$ cat src/rtl/tcmp_pkg.sv
package tcmp_pkg;
  localparam int MODE_W   = 4;
  localparam int MODE_LSB = 2;
  localparam int IE_BIT   = 6;
  localparam int FLAG_BIT = 7;

  localparam logic [MODE_W-1:0] MODE_OFF    = 4'h0;
  localparam logic [MODE_W-1:0] MODE_TOGGLE = 4'h5;
  localparam logic [MODE_W-1:0] MODE_PULSE  = 4'hF;
endpackage

$ cat src/rtl/tcmp_decode.sv
module tcmp_decode #(
  parameter int NUM_CH = 4,
  parameter int ADDR_W = 8
) (
  input  logic [ADDR_W-1:0] addr_i,
  input  logic              wr_en_i,
  output logic              sel_glob_o,
  output logic [NUM_CH-1:0] sel_ctrl_o,
  output logic [NUM_CH-1:0] sel_cmp_o,
  output logic [NUM_CH-1:0] ctrl_we_o,
  output logic [NUM_CH-1:0] cmp_we_o
);
  localparam int IDX_W = ADDR_W - 3;

  logic [IDX_W-1:0] idx;
  logic             upper;
  logic             unused_lsb;

  assign idx        = addr_i[ADDR_W-1:3];
  assign upper      = addr_i[2];
  assign unused_lsb = ^addr_i[1:0];
  assign sel_glob_o = (idx == '0) && !upper;

  // slot 0 is the shared word, channel n lives in slot n+1
  for (genvar c = 0; c < NUM_CH; c++) begin : g_slot
    logic hit_slot;
    assign hit_slot      = (idx == IDX_W'(c + 1));
    assign sel_ctrl_o[c] = hit_slot && !upper;
    assign sel_cmp_o[c]  = hit_slot && upper;
    assign ctrl_we_o[c]  = wr_en_i && sel_ctrl_o[c];
    assign cmp_we_o[c]   = wr_en_i && sel_cmp_o[c];
  end
endmodule

$ cat src/rtl/tcmp_chan.sv
module tcmp_chan
  import tcmp_pkg::*;
#(
  parameter int CNT_W = 31
) (
  input  logic              clk_i,
  input  logic              rst_ni,
  input  logic [CNT_W-1:0]  cnt_i,
  input  logic              ctrl_we_i,
  input  logic              cmp_we_i,
  input  logic [5:0]        ctrl_wd_i,   // {flag_clr, ie, mode}
  input  logic [CNT_W-1:0]  cmp_wd_i,
  output logic [7:0]        ctrl_rd_o,
  output logic [CNT_W-1:0]  cmp_rd_o,
  output logic              flag_o,
  output logic              ie_o,
  output logic              hit_o,
  output logic              pin_o,
  output logic [MODE_W-1:0] mode_o
);
  logic [MODE_W-1:0] mode_q;
  logic              ie_q, flag_q, pin_q, eq_q;
  logic [CNT_W-1:0]  act_q, nxt_q;
  logic              nxt_vld_q;
  logic              eq, hit, turn_off, flag_clr;

  assign turn_off = ctrl_we_i && (ctrl_wd_i[MODE_W-1:0] == MODE_OFF);
  assign flag_clr = ctrl_we_i && ctrl_wd_i[5];
  assign eq       = (mode_q != MODE_OFF) && (cnt_i == act_q);
  // one event per arrival at the target
  assign hit      = eq && !eq_q;

  always_ff @(posedge clk_i or negedge rst_ni) begin
    if (!rst_ni) begin
      mode_q <= MODE_OFF;
      ie_q   <= 1'b0;
    end else if (ctrl_we_i) begin
      mode_q <= ctrl_wd_i[MODE_W-1:0];
      ie_q   <= ctrl_wd_i[4];
    end
  end

  always_ff @(posedge clk_i or negedge rst_ni) begin
    if (!rst_ni) begin
      eq_q   <= 1'b0;
      flag_q <= 1'b0;
    end else begin
      eq_q <= eq;
      if (hit)           flag_q <= 1'b1;
      else if (flag_clr) flag_q <= 1'b0;
    end
  end

  always_ff @(posedge clk_i or negedge rst_ni) begin
    if (!rst_ni) begin
      act_q     <= '0;
      nxt_q     <= '0;
      nxt_vld_q <= 1'b0;
    end else begin
      if (cmp_we_i && (mode_q == MODE_OFF)) begin
        act_q     <= cmp_wd_i;
        nxt_vld_q <= 1'b0;
      end else begin
        if (hit && nxt_vld_q) begin
          act_q     <= nxt_q;
          nxt_vld_q <= 1'b0;
        end
        if (cmp_we_i) begin
          nxt_q     <= cmp_wd_i;
          nxt_vld_q <= 1'b1;
        end
      end
      if (turn_off) nxt_vld_q <= 1'b0;
    end
  end

  always_ff @(posedge clk_i or negedge rst_ni) begin
    if (!rst_ni) begin
      pin_q <= 1'b0;
    end else if (turn_off) begin
      pin_q <= 1'b0;
    end else begin
      unique case (mode_q)
        MODE_PULSE:  pin_q <= hit;
        MODE_TOGGLE: if (hit) pin_q <= !pin_q;
        default:     ;
      endcase
    end
  end

  assign ctrl_rd_o = {flag_q, ie_q, mode_q, 2'b00};
  assign cmp_rd_o  = act_q;
  assign flag_o    = flag_q;
  assign ie_o      = ie_q;
  assign hit_o     = hit;
  assign pin_o     = pin_q;
  assign mode_o    = mode_q;
endmodule

$ cat src/rtl/timer_cmp_unit.sv
module timer_cmp_unit
  import tcmp_pkg::*;
#(
  parameter int NUM_CH = 4,
  parameter int CNT_W  = 31,
  parameter int ADDR_W = 8
) (
  input  logic              clk_i,
  input  logic              rst_ni,
  input  logic [CNT_W-1:0]  cnt_i,
  input  logic [ADDR_W-1:0] addr_i,
  input  logic              wr_en_i,
  input  logic [31:0]       wdata_i,
  output logic [31:0]       rdata_o,
  output logic [NUM_CH-1:0] pin_o,
  output logic              irq_o
);
  localparam int DATA_W = 32;

  logic              sel_glob_w;
  logic [NUM_CH-1:0] sel_ctrl_w, sel_cmp_w, ctrl_we_w, cmp_we_w, off_we_w;
  logic [NUM_CH-1:0] flag_w, ie_w, hit_w, pulse_w, tog_w;
  logic [7:0]        ctrl_rd_w [NUM_CH];
  logic [CNT_W-1:0]  cmp_rd_w  [NUM_CH];
  logic              unused_wd;

  assign unused_wd = ^{wdata_i[DATA_W-1], wdata_i[1:0]};

  tcmp_decode #(.NUM_CH(NUM_CH), .ADDR_W(ADDR_W)) u_decode (
    .addr_i     (addr_i),
    .wr_en_i    (wr_en_i),
    .sel_glob_o (sel_glob_w),
    .sel_ctrl_o (sel_ctrl_w),
    .sel_cmp_o  (sel_cmp_w),
    .ctrl_we_o  (ctrl_we_w),
    .cmp_we_o   (cmp_we_w)
  );

  for (genvar c = 0; c < NUM_CH; c++) begin : g_ch
    logic [MODE_W-1:0] mode_w;
    tcmp_chan #(.CNT_W(CNT_W)) u_chan (
      .clk_i     (clk_i),
      .rst_ni    (rst_ni),
      .cnt_i     (cnt_i),
      .ctrl_we_i (ctrl_we_w[c]),
      .cmp_we_i  (cmp_we_w[c]),
      .ctrl_wd_i (wdata_i[FLAG_BIT:MODE_LSB]),
      .cmp_wd_i  (wdata_i[CNT_W-1:0]),
      .ctrl_rd_o (ctrl_rd_w[c]),
      .cmp_rd_o  (cmp_rd_w[c]),
      .flag_o    (flag_w[c]),
      .ie_o      (ie_w[c]),
      .hit_o     (hit_w[c]),
      .pin_o     (pin_o[c]),
      .mode_o    (mode_w)
    );
    assign pulse_w[c]  = (mode_w == MODE_PULSE);
    assign tog_w[c]    = (mode_w == MODE_TOGGLE);
    assign off_we_w[c] = ctrl_we_w[c] && (wdata_i[MODE_LSB+MODE_W-1:MODE_LSB] == MODE_OFF);
  end

  assign irq_o = |(flag_w & ie_w);

  always_comb begin
    rdata_o = '0;
    if (sel_glob_w) rdata_o = {{(DATA_W-NUM_CH){1'b0}}, flag_w};
    for (int c = 0; c < NUM_CH; c++) begin
      if (sel_ctrl_w[c]) rdata_o = {{(DATA_W-8){1'b0}}, ctrl_rd_w[c]};
      if (sel_cmp_w[c])  rdata_o = {{(DATA_W-CNT_W){1'b0}}, cmp_rd_w[c]};
    end
  end
endmodule

$ cat config.mk
export PLATFORM = sky130hd
export DESIGN_NAME = timer_cmp_unit
export DESIGN_NICKNAME = d
export VERILOG_FILES = /design/src/rtl/tcmp_pkg.sv /design/src/rtl/tcmp_decode.sv /design/src/rtl/tcmp_chan.sv /design/src/rtl/timer_cmp_unit.sv
export SDC_FILE = /design/constraint.sdc
export NUM_CORES = 1
export LEC_CHECK = 0
export BUFFER_PORTS_ARGS = -buffer_cell sky130_fd_sc_hd__clkbuf_2
export CAP_MARGIN = 10
export CORE_MARGIN = 4
export CORE_UTILIZATION = 55
export CTS_CLUSTER_DIAMETER = 50
export DETAILED_ROUTE_END_ITERATION = 6
export PLACE_DENSITY = 0.78
export SETUP_SLACK_MARGIN = 0.15
export SYNTH_ARGS = -nofsm -noshare
export SYNTH_HDL_FRONTEND = slang
export SYNTH_SLANG_ARGS = --single-unit
$ cat constraint.sdc
create_clock -name clk_i -period 6.5 [get_ports clk_i]
set_input_delay 0.975 -clock clk_i [delete_from_list [all_inputs] [get_ports clk_i]]
set_output_delay 0.975 -clock clk_i [all_outputs]
set_load 0.02 [all_outputs]
* Yosys cells after proc, flatten, opt, wreduce, memory -nomap -nowiden
Cells that the tools add are included. Widths: inputs -> output; s select.
Cells by class: eq/ne operators 20, mux-type cells 53, bitwise operators 5, reductions and logical operators 85
Operator list (count):
- $mux 32 | 8
- $mux 31 | 8
- $eq 31x31->1 | 4
- $logic_and 1x1->1 | 41
- $mux 1 | 32
- $reduce_bool 4->1 | 8
- $logic_not 4->1 | 5
- $eq 4x3->1 const B | 4
- $eq 4x4->1 const B | 4
- $reduce_and 2->1 | 8
- $reduce_bool 2->1 | 8
- $ne 3x1->1 const B | 4
- $reduce_bool 3->1 | 4
- $eq 5x2->1 const B | 2
- $logic_not 1->1 | 9
- $pmux 1 s2 | 4
- $eq 5x1->1 const B | 1
- $eq 5x3->1 const B | 1
- $logic_not 5->1 | 1
- $and 4x4->4 | 1
- $mux 4 | 1
- $not 1->1 | 4
- $reduce_or 4->1 | 1
Word-level totals: register bits after elaboration 284, logic and storage cells 195

* Logic depth before layout (Yosys ltp)
depth after elaboration 11, depth in mapped cells 9, depth with buffers taken out 6

* By module
From an unflattened synthesis, not the netlist that was laid out.
Second synthesis, totals: cells, all modules 1362, area total of the unflattened synthesis 15095.7 sq um
By module, submodules not included:
- tcmp_chan | instances 4, cells an instance 287, area each 3438.3 sq um
- timer_cmp_unit | instances 1, cells an instance 185, area each 1169.9 sq um
- tcmp_decode | instances 1, cells an instance 29, area each 172.7 sq um

* Least setup slack after synthesis
No wires, ideal clock.
kind input to output, from input port addr_i[4], to output port rdata_o[3], data arrival time 2.658 ns, setup slack 2.867 ns, cell stages on the path 7, path buffers 1, path through buf_2 -> nor4_1 -> nand2_1 -> nor2_1 -> a221o_1 -> a221oi_1 -> o21ai_0
Between the ends: cells in the longest elaborated chain, start to end 11, elaborated cells on any way between the ends 23, those cells by class eq/ne: 4; mux: 9; reduce/logical: 10
Ends and longest elaborated chain:
- start, declared | RTL line timer_cmp_unit.sv:11 | input logic [ADDR_W-1:0] addr_i,
- $logic_not 5->1 | RTL line tcmp_decode.sv:22 | assign sel_glob_o = (idx == '0) && !upper;
- $logic_and 1x1->1 | RTL line tcmp_decode.sv:22
- $mux 4 | RTL line timer_cmp_unit.sv:66 | if (sel_glob_w) rdata_o = {{(DATA_W-NUM_CH){1'b0}}, flag_w};
- $mux 32 | RTL line timer_cmp_unit.sv:68 | if (sel_ctrl_w[c]) rdata_o = {{(DATA_W-8){1'b0}}, ctrl_rd_w[c]};
- $mux 32 | RTL line timer_cmp_unit.sv:69 | if (sel_cmp_w[c]) rdata_o = {{(DATA_W-CNT_W){1'b0}}, cmp_rd_w[c]};
- $mux 32 | RTL line timer_cmp_unit.sv:68
- $mux 32 | RTL line timer_cmp_unit.sv:69
- $mux 32 | RTL line timer_cmp_unit.sv:68
- $mux 32 | RTL line timer_cmp_unit.sv:69
- $mux 32 | RTL line timer_cmp_unit.sv:68
- $mux 32 * | RTL line timer_cmp_unit.sv:69
- end, declared | RTL line timer_cmp_unit.sv:14 | output logic [31:0] rdata_o,
Mark *: on every way between the ends. The rest lies on a longest branch, timed or not.

* Worst setup path in the final report
Same ends and word-level chain as after synthesis.

==> impl_metrics.csv <==
group,metric,value,unit
cells_and_area,finalNetCount,1445,
synth,synth_compound_area_frac,0.08585,
place,gp_congestion,1.002,
detailed_routing,met2_wirelength,19790,um
run,max-cap-violations,0,
synth,post_synth_main_area_contributors,"dfrtp_1 (49%), mux2_2 (9.6%), mux2i_1 (8.9%)",
setup_path,setup.worst_path.class,"in -> out",
timing,timing.final.hold_violations,0,
clock_network,clock-root-buffer,"clkbuf_16",
timing,fin_skew,0.01051,ns
synth,synth_top_family_by_area,"multiplexers",
cells_and_area,layout.cell_area.non_filler,16460,sq um
synth,syn-cell-area,14460,sq um
floorplanning,design.die.area,28940,sq um
detailed_routing,route.layer.met1.wl,16530,um
synth,synth.ff_latch_count,284,
clock_network,cts_tree,"done",
clock_network,numClockSinks,284,
detailed_routing,met3_wire_length,4501,um
timing,timing.slew.headroom,0.2931,
cells_and_area,layout.filler_cells,2016,
synth,post_synth_and_or_nand_nor_area_fraction,0.1127,
floorplanning,top_ports,111,
synth,synth_seq_area_share,0.4916,
detailed_routing,avgViaCountPerCell,6.400,
setup_path,critical_path_arrival,3.60,ns
synth,synth_flop_cell,"dfrtp_1",
clock_network,post_cts_hold_buffer_count,0,
synth,synthMuxAreaShare,0.2039,
synth,synth-adder-area-share,0,
place,placed_area,15220,sq um
power_and_ir_drop,net-switching-power,0.001407,W
clock_network,clk_transition_reported_paths,0.06,ns
detailed_routing,drt_pre_antenna_iters,7,
grt,grt_first_pass_wirelength,65020,um
synth,synth_top_area_cell,"dfrtp_1",
synth,synth_edf_count,0,
detailed_routing,ant_nets,0,
cells_and_area,multi_input_comb_area,6953,sq um
floorplanning,initial_core_util,0.5564,
floorplanning,placementRows,59,
grt,grt_start_max_net_pins,148,
synth,post_synth_xor_area_fraction,0.07512,
synth,syn-instance-count,1289,
clock_network,cts_setup_buffers,0,
timing,maxSlewViolCount,0,
clock_network,htree_levels,2,
synth,syn-num-nets,1363,
power_and_ir_drop,seq_power_share,0.446,
synth,syn_avg_cell_area,11.22,sq um
timing,post-route-min-period,4.580,ns
timing,fmax,218.4,MHz
grt,grt_antenna_before_repair,2,
setup_path,regToRegSetupSlack,3.46,ns
timing,min_period_over_period,0.7045,
floorplanning,dieHeight,170.1,um
power_and_ir_drop,vdd.ir_drop.worst,0.0002239,V
clock_network,clock_latency,0.51,ns
power_and_ir_drop,p_per_area,305.8,nW/um^2
cells_and_area,drive_gt1_frac,0.2419,
synth,netlist-cell-type-count,51,
synth,synth-async-reset-ratio,1.000,
setup_path,crit_required,5.52,ns
grt,grt_util_all_layers,0.2935,
cells_and_area,area.sequential,7107,sq um
floorplanning,die-width,170.1,um
power_and_ir_drop,power.share.switching,0.2797,
cells_and_area,n_antenna_cell,0,
setup_path,path_max_fanout,18,
clock_network,cts-resized-gates,0,
floorplanning,core_area,25980,sq um
setup_path,startpoint_type,"primary input",
clock_network,cts-root-to-sink-buffers,3,
cells_and_area,layout.core_utilization,0.6333,
worst_hold_path,holdCritPathClass,"in -> async",
outcome,result_of_the_run,"finished with violations",
detailed_routing,initialDrtViolationCount,1288,
timing,setup_violators_final,0,
detailed_routing,drt-total-wl,42650,um
outcome,violations,"design-rule violations",
detailed_routing,route.top_layer_used,"met5",
detailed_routing,drcViolationCount,32,
power_and_ir_drop,total_leakage_power,7.869,nW
timing,final.setup.tns,0,ns
clock_network,cts-buffers-inserted,35,
timing,rsz0062_at_grt,"no",
place,post-dp-hpwl,28480,um
detailed_routing,routed_wire_length_per_instance,24.62,um
grt,via_count_of_the_first_global_routing_pass,11017,
timing,tightestPinTransition,1.051,ns
cells_and_area,area_growth,13.82,%
grt,grt-ovfl-total,0,
power_and_ir_drop,p_comb_frac,0.143,
detailed_routing,dr_vias,11084,
synth,synthesis.yosys.warnings,0,
power_and_ir_drop,internal_power_component,0.003625,W
setup_path,timing.critical_path.to_type,"output pin",
power_and_ir_drop,power.share.clock,0.411,
synth,synth_top_cell_area_share,0.4916,
place,buffer_ports.inserted,106,
[cells by family after synthesis]
logic type,count (synthesis)
AOI/OAI and AO/OA,201
muxes,275
and+or+nand+nor,316
DFF,284
xor gates and xnor gates,124
buffers and inverters,88
other,1
[final timing paths]
path | from | end | cells after the start
min | rst_ni | g_ch[0].u_chan.mode_o[2] | 1
max reg2reg | g_ch[0].u_chan.cmp_rd_o[14] | g_ch[0].u_chan.cmp_rd_o[16] | 7
max in group asynchronous | rst_ni | g_ch[0].u_chan.nxt_q[12] | 2
min reg2reg | g_ch[3].u_chan.nxt_q[12] | g_ch[3].u_chan.nxt_q[12] | 1
min in group clk_i | g_ch[3].u_chan.nxt_q[12] | g_ch[3].u_chan.nxt_q[12] | 1
max | addr_i[4] | rdata_o[3] | 8
[metal layers]
layer | global-route usage | vias up
met4 | 0.1205 | 4
met1 | 0.3991 | 5523
met2 | 0.4608 | 641
met5 | 0 | -
li1 | - | 4798
met3 | 0.06411 | 118
[registers in the layout (all words and copies together) (netlist names)]
signal	count
g_ch.u_chan.cmp_rd_o	124
g_ch.u_chan.nxt_q	124
g_ch.u_chan.mode_o	16
g_ch.u_chan.eq_q	4
g_ch.u_chan.flag_o	4
g_ch.u_chan.ie_o	4
g_ch.u_chan.nxt_vld_q	4
g_ch.u_chan.pin_o	4
[power groups by stage]
stage                     Sequential (W)  Clock, W  Combinational [W]
after global routing             0.00227   0.00218           0.000770
after detailed placement         0.00226         0           0.000705
after CTS                        0.00224   0.00209           0.000712
after floorplan                  0.00219         0           0.000454
final                            0.00224   0.00207           0.000720
after global placement           0.00225         0           0.000682
[synth_stat cells, drive strengths merged (13+ instances only)]
library cell	instances
nor4	42
xor2	96
mux2	146
nand2	71
nand4	13
a222oi	26
nor2	132
mux2i	128
nand3	15
dfrtp	284
buf	31
clkbuf	52
xnor2	28
a21oi	133
[worst max-delay path: stages]
cell	delay, ns
clkbuf_2	0.22
nor2b_1	0.34
and3_1	0.82
buf_4	0.43
a221o_1	0.21
a221oi_1	0.07
o21ai_0	0.29
clkbuf_2	0.22
[placed cells by master, fill, tap and decap left out, types with 5 or more instances in the layout]
| master | n |
|---|---|
| nand2_1 | 71 |
| mux2_2 | 123 |
| buf_4 | 21 |
| xor2_1 | 96 |
| dfrtp_1 | 284 |
| clkbuf_1 | 7 |
| nor4_2 | 12 |
| a221oi_1 | 6 |
| xnor2_1 | 28 |
| inv_1 | 5 |
| nor2_1 | 128 |
| clkbuf_2 | 105 |
| a22oi_1 | 11 |
| a21o_1 | 7 |
| mux2i_1 | 128 |
| nor4_1 | 26 |
| clkbuf_16 | 37 |
| nand3_1 | 11 |
| a21oi_1 | 133 |
| mux2_1 | 23 |
| nor3_1 | 11 |
| clkbuf_8 | 6 |
| nor3b_1 | 8 |
| bufinv_16 | 5 |
| a222oi_1 | 26 |
| nand4_1 | 10 |
[layout make-up]
cell class,count,share of cell area
timing repair buffer,128,0.04364
clock inverter,13,0.01247
tap,335,0.02547
inverter,5,0.001141
clock buffer,50,0.06288
sequential,284,0.4319
multi-input combinational,917,0.4225
[through the flow]
step	power [W]	setup slack, ns	hold slack (ns)	instances
floorplan	0.002640	2.867	0.4574	1289
global placement	0.002932	2.084	0.4664	1669
detailed placement	0.002969	2.020	0.4739	1669
CTS	0.005035	2.002	0.4291	1732
global route	0.005216	1.899	0.4565	1732
finish	0.005033	1.920	0.4265	1732
(Power assumes the default switching activity.)
